--- config.mk ---
export PLATFORM = sky130hd
export DESIGN_NAME = glyph_color_gen
export DESIGN_NICKNAME = d
export VERILOG_FILES = /design/src/rtl/glyph_pkg.sv /design/src/rtl/glyph_ctrl.sv /design/src/rtl/glyph_dpath.sv /design/src/rtl/glyph_color_gen.sv
export SDC_FILE = /design/constraint.sdc
export NUM_CORES = 1
export LEC_CHECK = 0
export ABC_AREA = 1
export BUFFER_PORTS_ARGS = -buffer_cell sky130_fd_sc_hd__buf_4
export CAP_MARGIN = 10
export CORE_ASPECT_RATIO = 1.75
export CORE_UTILIZATION = 31
export DETAILED_ROUTE_END_ITERATION = 16
export GPL_TIMING_DRIVEN = 0
export SYNTH_ARGS = -nofsm -noshare
export SYNTH_HDL_FRONTEND = slang
export SYNTH_SLANG_ARGS = --single-unit
--- constraint.sdc ---
create_clock -name clk -period 8.98 [get_ports clk]
set_clock_uncertainty 0.15 [all_clocks]
set_input_delay 2.694 -clock clk [delete_from_list [all_inputs] [get_ports clk]]
set_output_delay 2.694 -clock clk [all_outputs]
set_load 0.05 [all_outputs]
--- src/rtl/glyph_pkg.sv ---
package glyph_pkg;
  localparam int COLS       = 80;
  localparam int ROWS       = 25;
  localparam int CELL_W     = 9;
  localparam int CELL_H     = 16;
  localparam int GLYPH_BITS = 8;
  localparam int COLOR_W    = 6;
  localparam int CODE_W     = 8;
  localparam int NCUR       = 2;
  localparam int XW      = $clog2(COLS * CELL_W);
  localparam int YW      = $clog2(ROWS * CELL_H);
  localparam int CELL_AW = $clog2(COLS * ROWS);
  localparam int CW      = $clog2(COLS);
  localparam int RW      = $clog2(ROWS);
  localparam int SCW     = $clog2(CELL_W);
  localparam int SRW     = $clog2(CELL_H);
  localparam int BSW     = $clog2(GLYPH_BITS);
  localparam int FONT_AW = CODE_W + SRW;
  localparam int PAL_W   = 2 * COLOR_W + 1;

  // strobes from control to datapath, aligned with font/palette read data
  typedef struct packed {
    logic           live;
    logic           padCol;
    logic [BSW-1:0] bitSel;
    logic           curHit;
    logic           blinkOff;
  } pixCtl_t;
endpackage

--- src/rtl/glyph_ctrl.sv ---
module glyph_ctrl
  import glyph_pkg::*;
#(
  parameter int BLINK_BITS = 5
) (
  input  logic                      clk,
  input  logic                      rstN,
  input  logic [XW-1:0]             pixX,
  input  logic [YW-1:0]             lineY,
  input  logic                      active,
  input  logic                      frameTick,
  input  logic [NCUR-1:0]           curEn,
  input  logic [NCUR-1:0]           curUnder,
  input  logic [NCUR-1:0]           curBlink,
  input  logic [NCUR-1:0][CW-1:0]   curCol,
  input  logic [NCUR-1:0][RW-1:0]   curRow,
  output logic [CELL_AW-1:0]        cellAddr,
  output logic [SRW-1:0]            fontRow,
  output pixCtl_t                   ctl
);
  logic [XW-1:0] colIdx, subCol;
  logic [YW-1:0] rowIdx, subRow;
  logic [BLINK_BITS-1:0] blinkCnt;
  logic blinkOff;
  logic [NCUR-1:0] hitVec;
  logic s1Live, s1Hit;
  logic [SCW-1:0] s1SubCol;
  logic [SRW-1:0] s1SubRow;

  assign colIdx   = pixX / XW'(CELL_W);
  assign subCol   = pixX % XW'(CELL_W);
  assign rowIdx   = lineY / YW'(CELL_H);
  assign subRow   = lineY % YW'(CELL_H);
  assign cellAddr = CELL_AW'(rowIdx) * CELL_AW'(COLS) + CELL_AW'(colIdx);
  assign blinkOff = blinkCnt[BLINK_BITS-1];
  assign fontRow  = s1SubRow;

  for (genvar g = 0; g < NCUR; g++) begin : g_cursor
    assign hitVec[g] = curEn[g] && (colIdx == XW'(curCol[g])) && (rowIdx == YW'(curRow[g]))
                       && (!curUnder[g] || (subRow >= YW'(CELL_H - 2)))
                       && !(curBlink[g] && blinkOff);
  end

  always_ff @(posedge clk) begin
    if (!rstN) begin
      blinkCnt <= '0;
      s1Live   <= 1'b0;
      s1Hit    <= 1'b0;
      s1SubCol <= '0;
      s1SubRow <= '0;
      ctl      <= '0;
    end else begin
      if (frameTick) blinkCnt <= blinkCnt + 1'b1;
      s1Live   <= active;
      s1Hit    <= |hitVec;
      s1SubCol <= SCW'(subCol);
      s1SubRow <= SRW'(subRow);
      ctl.live     <= s1Live;
      ctl.padCol   <= (s1SubCol >= SCW'(GLYPH_BITS));
      ctl.bitSel   <= BSW'(s1SubCol);
      ctl.curHit   <= s1Hit;
      ctl.blinkOff <= blinkOff;
    end
  end

  AST_CELL_ADDR_RANGE: assert property (@(posedge clk) disable iff (!rstN)
    (pixX < XW'(COLS * CELL_W) && lineY < YW'(ROWS * CELL_H)) |-> cellAddr < CELL_AW'(COLS * ROWS));
  AST_BLINK_STEP: assert property (@(posedge clk) disable iff (!rstN)
    frameTick |=> blinkCnt == BLINK_BITS'($past(blinkCnt) + 1'b1));
endmodule

--- src/rtl/glyph_dpath.sv ---
module glyph_dpath
  import glyph_pkg::*;
(
  input  logic                 clk,
  input  logic                 rstN,
  input  pixCtl_t              ctl,
  input  logic [SRW-1:0]       fontRow,
  input  logic [CODE_W-1:0]    charData,
  input  logic [7:0]           attrData,
  input  logic [GLYPH_BITS-1:0] fontData,
  input  logic [PAL_W-1:0]     palData,
  output logic [FONT_AW-1:0]   fontAddr,
  output logic [7:0]           palAddr,
  output logic [COLOR_W-1:0]   pixColor
);
  logic [COLOR_W-1:0] fgCol, bgCol, fgShown, nextColor;
  logic blinkEn, pixOn;
  logic [BSW-1:0] bitIdx;

  assign fontAddr = {charData, fontRow};
  assign palAddr  = attrData;
  assign blinkEn  = palData[PAL_W-1];
  assign fgCol    = palData[2*COLOR_W-1:COLOR_W];
  assign bgCol    = palData[COLOR_W-1:0];
  assign fgShown  = (blinkEn && ctl.blinkOff) ? bgCol : fgCol;
  assign bitIdx   = BSW'(GLYPH_BITS - 1) - ctl.bitSel;
  assign pixOn    = !ctl.padCol && fontData[bitIdx];

  always_comb begin
    if (!ctl.live)                nextColor = '0;
    else if (pixOn ^ ctl.curHit)  nextColor = fgShown;
    else                          nextColor = bgCol;
  end

  always_ff @(posedge clk) begin
    if (!rstN) pixColor <= '0;
    else       pixColor <= nextColor;
  end

  AST_PAD_BG: assert property (@(posedge clk) disable iff (!rstN)
    $past(ctl.live && ctl.padCol && !ctl.curHit) |-> pixColor == $past(palData[COLOR_W-1:0]));
  AST_BLINK_HIDE: assert property (@(posedge clk) disable iff (!rstN)
    $past(ctl.live && ctl.blinkOff && palData[PAL_W-1]) |-> pixColor == $past(palData[COLOR_W-1:0]));
endmodule

--- src/rtl/glyph_color_gen.sv ---
module glyph_color_gen
  import glyph_pkg::*;
#(
  parameter int BLINK_BITS = 5
) (
  input  logic                    clk,
  input  logic                    rstN,
  input  logic [XW-1:0]           pixX,
  input  logic [YW-1:0]           lineY,
  input  logic                    active,
  input  logic                    frameTick,
  input  logic [NCUR-1:0]         curEn,
  input  logic [NCUR-1:0]         curUnder,
  input  logic [NCUR-1:0]         curBlink,
  input  logic [NCUR-1:0][CW-1:0] curCol,
  input  logic [NCUR-1:0][RW-1:0] curRow,
  output logic [CELL_AW-1:0]      cellAddr,
  input  logic [CODE_W-1:0]       charData,
  input  logic [7:0]              attrData,
  output logic [FONT_AW-1:0]      fontAddr,
  input  logic [GLYPH_BITS-1:0]   fontData,
  output logic [7:0]              palAddr,
  input  logic [PAL_W-1:0]        palData,
  output logic [COLOR_W-1:0]      pixColor
);
  pixCtl_t ctl;
  logic [SRW-1:0] fontRow;

  glyph_ctrl #(.BLINK_BITS(BLINK_BITS)) i_ctrl (
    .clk(clk), .rstN(rstN), .pixX(pixX), .lineY(lineY), .active(active),
    .frameTick(frameTick), .curEn(curEn), .curUnder(curUnder), .curBlink(curBlink),
    .curCol(curCol), .curRow(curRow), .cellAddr(cellAddr), .fontRow(fontRow), .ctl(ctl)
  );

  glyph_dpath i_dpath (
    .clk(clk), .rstN(rstN), .ctl(ctl), .fontRow(fontRow), .charData(charData),
    .attrData(attrData), .fontData(fontData), .palData(palData),
    .fontAddr(fontAddr), .palAddr(palAddr), .pixColor(pixColor)
  );

  AST_BLANK_OUT: assert property (@(posedge clk) disable iff (!rstN)
    !$past(active, 3) |-> pixColor == '0);
endmodule

Word level (Yosys, flattened, before mapping) --
Index checks and enable logic that the tools add are counted. Widths: inputs -> output; s select.
Cells by class: add/sub/neg operators 3, multipliers 1, divide/modulo/power cells 2, order comparisons 3, equality and inequality tests 4, shift-type cells 0, mux-type cells 4, bitwise logic cells 1, reductions and logical operators 21
Operators by type and width (number):
- $eq 10x7->1 | 2
- $logic_and 1x1->1 | 12
- $mux 6 | 2
- $add 11x10->11 | 1
- $div 10x4->10 const B | 1
- $eq 5x5->1 | 2
- $mod 10x4->10 const B | 1
- $ge 4x4->1 const B | 2
- $mul 5x3->7 const B | 1
- $add 5x1->5 const B | 1
- $logic_not 1->1 | 5
- $lt 3x4->1 const B | 1
- $bmux 1 s3 | 1
- $sub 3x3->3 const A | 1
- $logic_or 1x1->1 | 2
- $reduce_and 2->1 | 1
- $reduce_or 2->1 | 1
- $mux 1 | 1
- $xor 1x1->1 | 1
Storage, ports and cells: bits in registers 28, latch bits 0, bits in writable memories 0, ROM bits 0, input bits 90, output and inout bits 37, logic and storage cells 50, memories 0

Depth between registers and ports, before layout --
depth after elaboration 7, mapped depth 40, mapped depth without buffers 40

Hierarchy --
From an unflattened synthesis, not the netlist that was laid out.
Unflattened totals: cells, all modules 448, area, all modules 2939.1 µm²
By module, submodules not included:
- glyph_ctrl | instances 1, cells each 359, area an instance 2351.0 µm², sequential area each 440.4 µm²
- glyph_dpath | instances 1, cells each 89, area an instance 588.1 µm², sequential area each 120.1 µm²

Least setup slack after synthesis --
No wires, ideal clock.
kind input to output, from input pixX[8], to output cellAddr[0], data arrival time 6173 ps, required time 6136 ps, path slack -37 ps, cell stages on the path 35, path buffers 0, cell sequence inv_1 nand2_1 nand3_2 nand4_2 nand2_2 nand3_1 nand2_1 inv_2 nand2_1 nand2_1 nand2_1 nand2_1 nand2_2 inv_2 nand2_2 nand3_2 nand2_4 nand3_4 nand2_4 nand2_4 nand2_2 nand2_1 inv_1 ha_1 nand3_2 nand2_2 nand2_2 nor2_2 xor2_1 inv_1 ha_1 nor2_1 nand3_1 nand2_4 nand3_4
Between the ends: word-level cells in the longest chain between the ends 2
Ends and longest elaborated chain:
- from (decl) | line glyph_color_gen.sv:8 | input logic [XW-1:0] pixX,
- $div 10x4->10 | line glyph_ctrl.sv:30 | assign colIdx = pixX / XW'(CELL_W);
- $add 11x10->11 | line glyph_ctrl.sv:34 | assign cellAddr = CELL_AW'(rowIdx) * CELL_AW'(COLS) + CELL_AW'(colIdx);
- to (decl) | line glyph_color_gen.sv:17 | output logic [CELL_AW-1:0] cellAddr,
Every way passes these cells.

Final worst setup path --
from input pixX[7], to output cellAddr[0]
The elaborated chain is that of the path after synthesis.

==> summary.md <==
| Metric | Value |
|---|---|
| R2r worst-path depth | `11` |
| Gpl congestion | `0.852` |
| Run status | `finished, final reports clean` |
| Iter 0 DRT Violations | `124` |
| Relative slew slack | `0.538` |
| Area growth from synthesis to layout | `64.2%` |
| Avg Vias per Cell | `about 4.6` |
| Final worst-path cycle share | `0.997` |
| Core area | `0.00861 mm2` |
| Mean Syn Cell Area | `6.72 um2` |
| Slowest library cell on the worst path | `nor2_1` |
| Maximum vdd ir drop | `95.6 uV` |
| Total global routing overflow | `0` |
| Pwr dens | `197 mW/mm2` |
| ANT cells | `0` |
| Detailed-route wire length | `8020 um` |
| Internal | `0.483 mW` |
| Count of pins over their slew limit | `0` |
| Via count | `between 3k and 4k` |
| CTS clk-pin slew, worst paths | `0.07 ns` |
| Port bufs | `110` |
| DRC Markers | `0` |
| Routed WL per cell | `11.7 um` |
| First-pass GRT wire length | `around 13000 um` |
| Psw | `between 0.4 and 0.5 mW` |
| Total global-route track usage | `0.168` |
| Max_cap viols | `0` |
| CP dominant cell by count | `nand2_4` |
| Initial antenna violation count | `0` |
| Hold path cells | `2` |
| Crit Path Max Fanout | `6` |
| Die Area | `0.00922 mm2` |
| Cell area after placement | `0.00372 mm2` |
| # hold bufs at CTS | `0` |
| RSZ-0062 raised after global routing | `yes` |
| Worst endpoint data arrival time | `6.11 ns` |
| Root cell of the clock tree | `clkbuf_16` |
| Hold Crit Class | `reg2reg` |
| CTS tree | `done` |
| Comb pwr share | `0.689` |
| Fraction of layout cells with a size suffix above 1 | `0.449` |
| Synthesized area | `about 0.0027 mm2` |
| Clock share of power | `0.146` |
| Finished layout cell area | `0.00449 mm2` |
| Initial Util | `0.318` |
| Proportion of synthesized chip area in sequential cells | `0.205` |
| Worst setup EP type | `output pin` |
| Antenna-violating nets left | `0` |
| Num CTS Buffers | `3` |
| Synth unique cells | `39` |
| Die width | `73.0 um` |
| Final Core Density | `0.521` |
| Reg power frac | `0.165` |
| Worst Hold Slack | `0.256 ns` |
| Tmin final | `8.95 ns` |
| Clk buf depth | `2` |
| Cell row count | `45` |
| Final hold vios | `0` |
| Clk_lat worst skew | `between 0.2 and 0.3 ns` |
| Critical path's largest stage delay | `0.20 ns` |
| Final nets | `673` |
| Number of global-route vias before repair | `between 2k and 3k` |
| Nature of the critical path startpoint | `primary input` |
| Gate Count Post-Synth | `407` |
| Mapped Nets | `513` |
| YS warnings | `0` |
| Lkg Pwr | `2.34 nW` |
| Top Ports | `127` |
| Worst slew pin tran | `0.675 ns` |
| Number of setup violations in the final report | `0` |
| CTS sink count | `28` |
| Largest net degree at the start of global routing | `17` |
| Die Y | `126 um` |
| Post-DP HPWL | `between 6000 and 7000 um` |
| Setup CP Type | `in2out` |
| First-pass DRT Iterations | `6` |
| H-tree depth | `1` |
| Sw Share | `0.454` |
| Fmax | `~0.11 GHz` |
| FF+latch count, synth | `28` |
| WP data required | `6.14 ns` |
==> synthesized netlist by cell type <==
| cell | instances | area (um2) |
|---|---|---|
| a2111oi_0 | 2 | 17.5 |
| a31oi_1 | 1 | 6.26 |
| fa_1 | 2 | 40.0 |
| nand4_1 | 11 | 68.8 |
| a22oi_1 | 2 | 15.0 |
| nand2_2 | 15 | 93.8 |
| nor3_1 | 3 | 15.0 |
| buf_4 | 16 | 120 |
| xnor2_1 | 5 | 43.8 |
| a21oi_1 | 24 | 120 |
| a221o_1 | 1 | 10.0 |
| o211ai_1 | 2 | 15.0 |
| nor3_2 | 1 | 10.0 |
| xor2_1 | 16 | 140 |
| nand3_2 | 6 | 60.1 |
| nor2_2 | 4 | 25.0 |
| o21ai_1 | 5 | 25.0 |
| o22ai_1 | 1 | 6.26 |
| ha_1 | 14 | 175 |
| inv_2 | 7 | 26.3 |
| a21boi_0 | 1 | 7.51 |
| o21a_1 | 1 | 7.51 |
| o21ai_2 | 1 | 8.76 |
| nand4_2 | 1 | 12.5 |
| nand2_1 | 75 | 282 |
| nand3_4 | 4 | 70.1 |
| nor2_1 | 27 | 101 |
| o21ai_0 | 18 | 90.1 |
| inv_1 | 67 | 251 |
| a2111o_1 | 1 | 11.3 |
| or2_2 | 1 | 6.26 |
| dfxtp_1 | 28 | 561 |
| o221ai_1 | 3 | 26.3 |
| clkbuf_1 | 3 | 11.3 |
| mux2i_1 | 1 | 10.0 |
| nand3_1 | 27 | 135 |
| nor2_4 | 3 | 33.8 |
| nand2_4 | 6 | 67.6 |
| o32ai_1 | 1 | 8.76 |
==> routing by layer <==
layer	global-route usage	wire length [um]	vias to the layer above
li1	-	-	1629
met1	0.165	2950	1400
met2	0.347	4540	110
met3	0.0176	384	13
met4	0.0484	144	0
met5	0	0	-
==> cell usage in the layout (no fill, tap or decap), types with 14 or more instances in the layout <==
cell	instances
dfxtp_1	28
buf_4	165
nor2_1	25
xor2_1	15
nand2_1	67
a21oi_1	23
nand3_1	21
nand2_4	14
inv_1	59
o21ai_0	18
==> repair_timing <==
item,CTS,global route
pin swaps,24,22
endpoints found under the hold margin,0,0
gates resized for setup,37,41
endpoints found under the setup margin,1,1
buffers inserted,35,10
==> power groups by stage <==
stage,clock network [mW],logic [mW],registers (mW)
after global placement,0,0.456,0.149
after floorplan,0,0.343,0.156
after global routing,0.137,0.654,0.148
final,0.129,0.609,0.146
after CTS,0.132,0.554,0.147
after detailed placement,0,0.464,0.149
==> stage by stage <==
| step | std cells | worst slack [ns] | power, mW | setup TNS (ns) |
|---|---|---|---|---|
| floorplan | 407 | 0.0252 | 0.499 | 0 |
| detailed placement | 634 | -0.708 | 0.613 | -0.708 |
| finish | 683 | 0.0275 | 0.885 | 0 |
| global placement | 634 | -0.639 | 0.605 | -0.639 |
| global route | 683 | -0.182 | 0.939 | -0.182 |
| CTS | 673 | -0.0216 | 0.832 | -0.0216 |
==> sequential cells by signal, summed over array words and instances (netlist names) <==
register and flops:
i_ctrl.blinkCnt 5, i_ctrl.ctl 7, i_ctrl.fontRow 4, i_ctrl.s1Hit 1, i_ctrl.s1Live 1, i_ctrl.s1SubCol 4
i_dpath.pixColor 6
==> worst paths after layout <==
path	from	endpoint	slack (ns)
setup / recovery	pixX[7]	cellAddr[0]	0.03
hold / removal	i_ctrl.s1SubCol[3]	i_ctrl.ctl[5]	0.26
setup reg to reg	i_ctrl.blinkCnt[4]	i_ctrl.s1Hit	6.40
hold reg to reg	i_ctrl.s1SubCol[3]	i_ctrl.ctl[5]	0.26
==> layout make-up <==
cell class	instances	area, um2
buffer	19	131
clock buffer	3	75.1
clock inverter	1	30.0
fill	836	4120
inverter	74	312
multi-input combinational	286	2040
sequential	28	561
tap	117	146
timing repair buffer	155	1190
==> worst max-delay path, delay by kind of cell <==
| family | cells | cell delay (ns) |
|---|---|---|
| AOI/OAI and AO/OA | 1 | 0.17 |
| xor gates and xnor gates | 2 | 0.29 |
| adders and majority gates | 1 | 0.17 |
| buffers and inverters | 9 | 0.86 |
| and+or+nand+nor | 21 | 1.90 |
==> logic make-up (layout without fill, tap and decap cells) <==
logic type      count (synthesis)  count (layout)  synth area share
compound gates                 64              64             0.137
fa+ha+maj                      16              16            0.0787
simple gates                  184             184             0.359
mux                             1               1           0.00366
flops                          28              28             0.205
xor+xnor                       21              21            0.0672
buf+inv                        93             252             0.150
No activity file was read; power rests on OpenSTA's default activity.
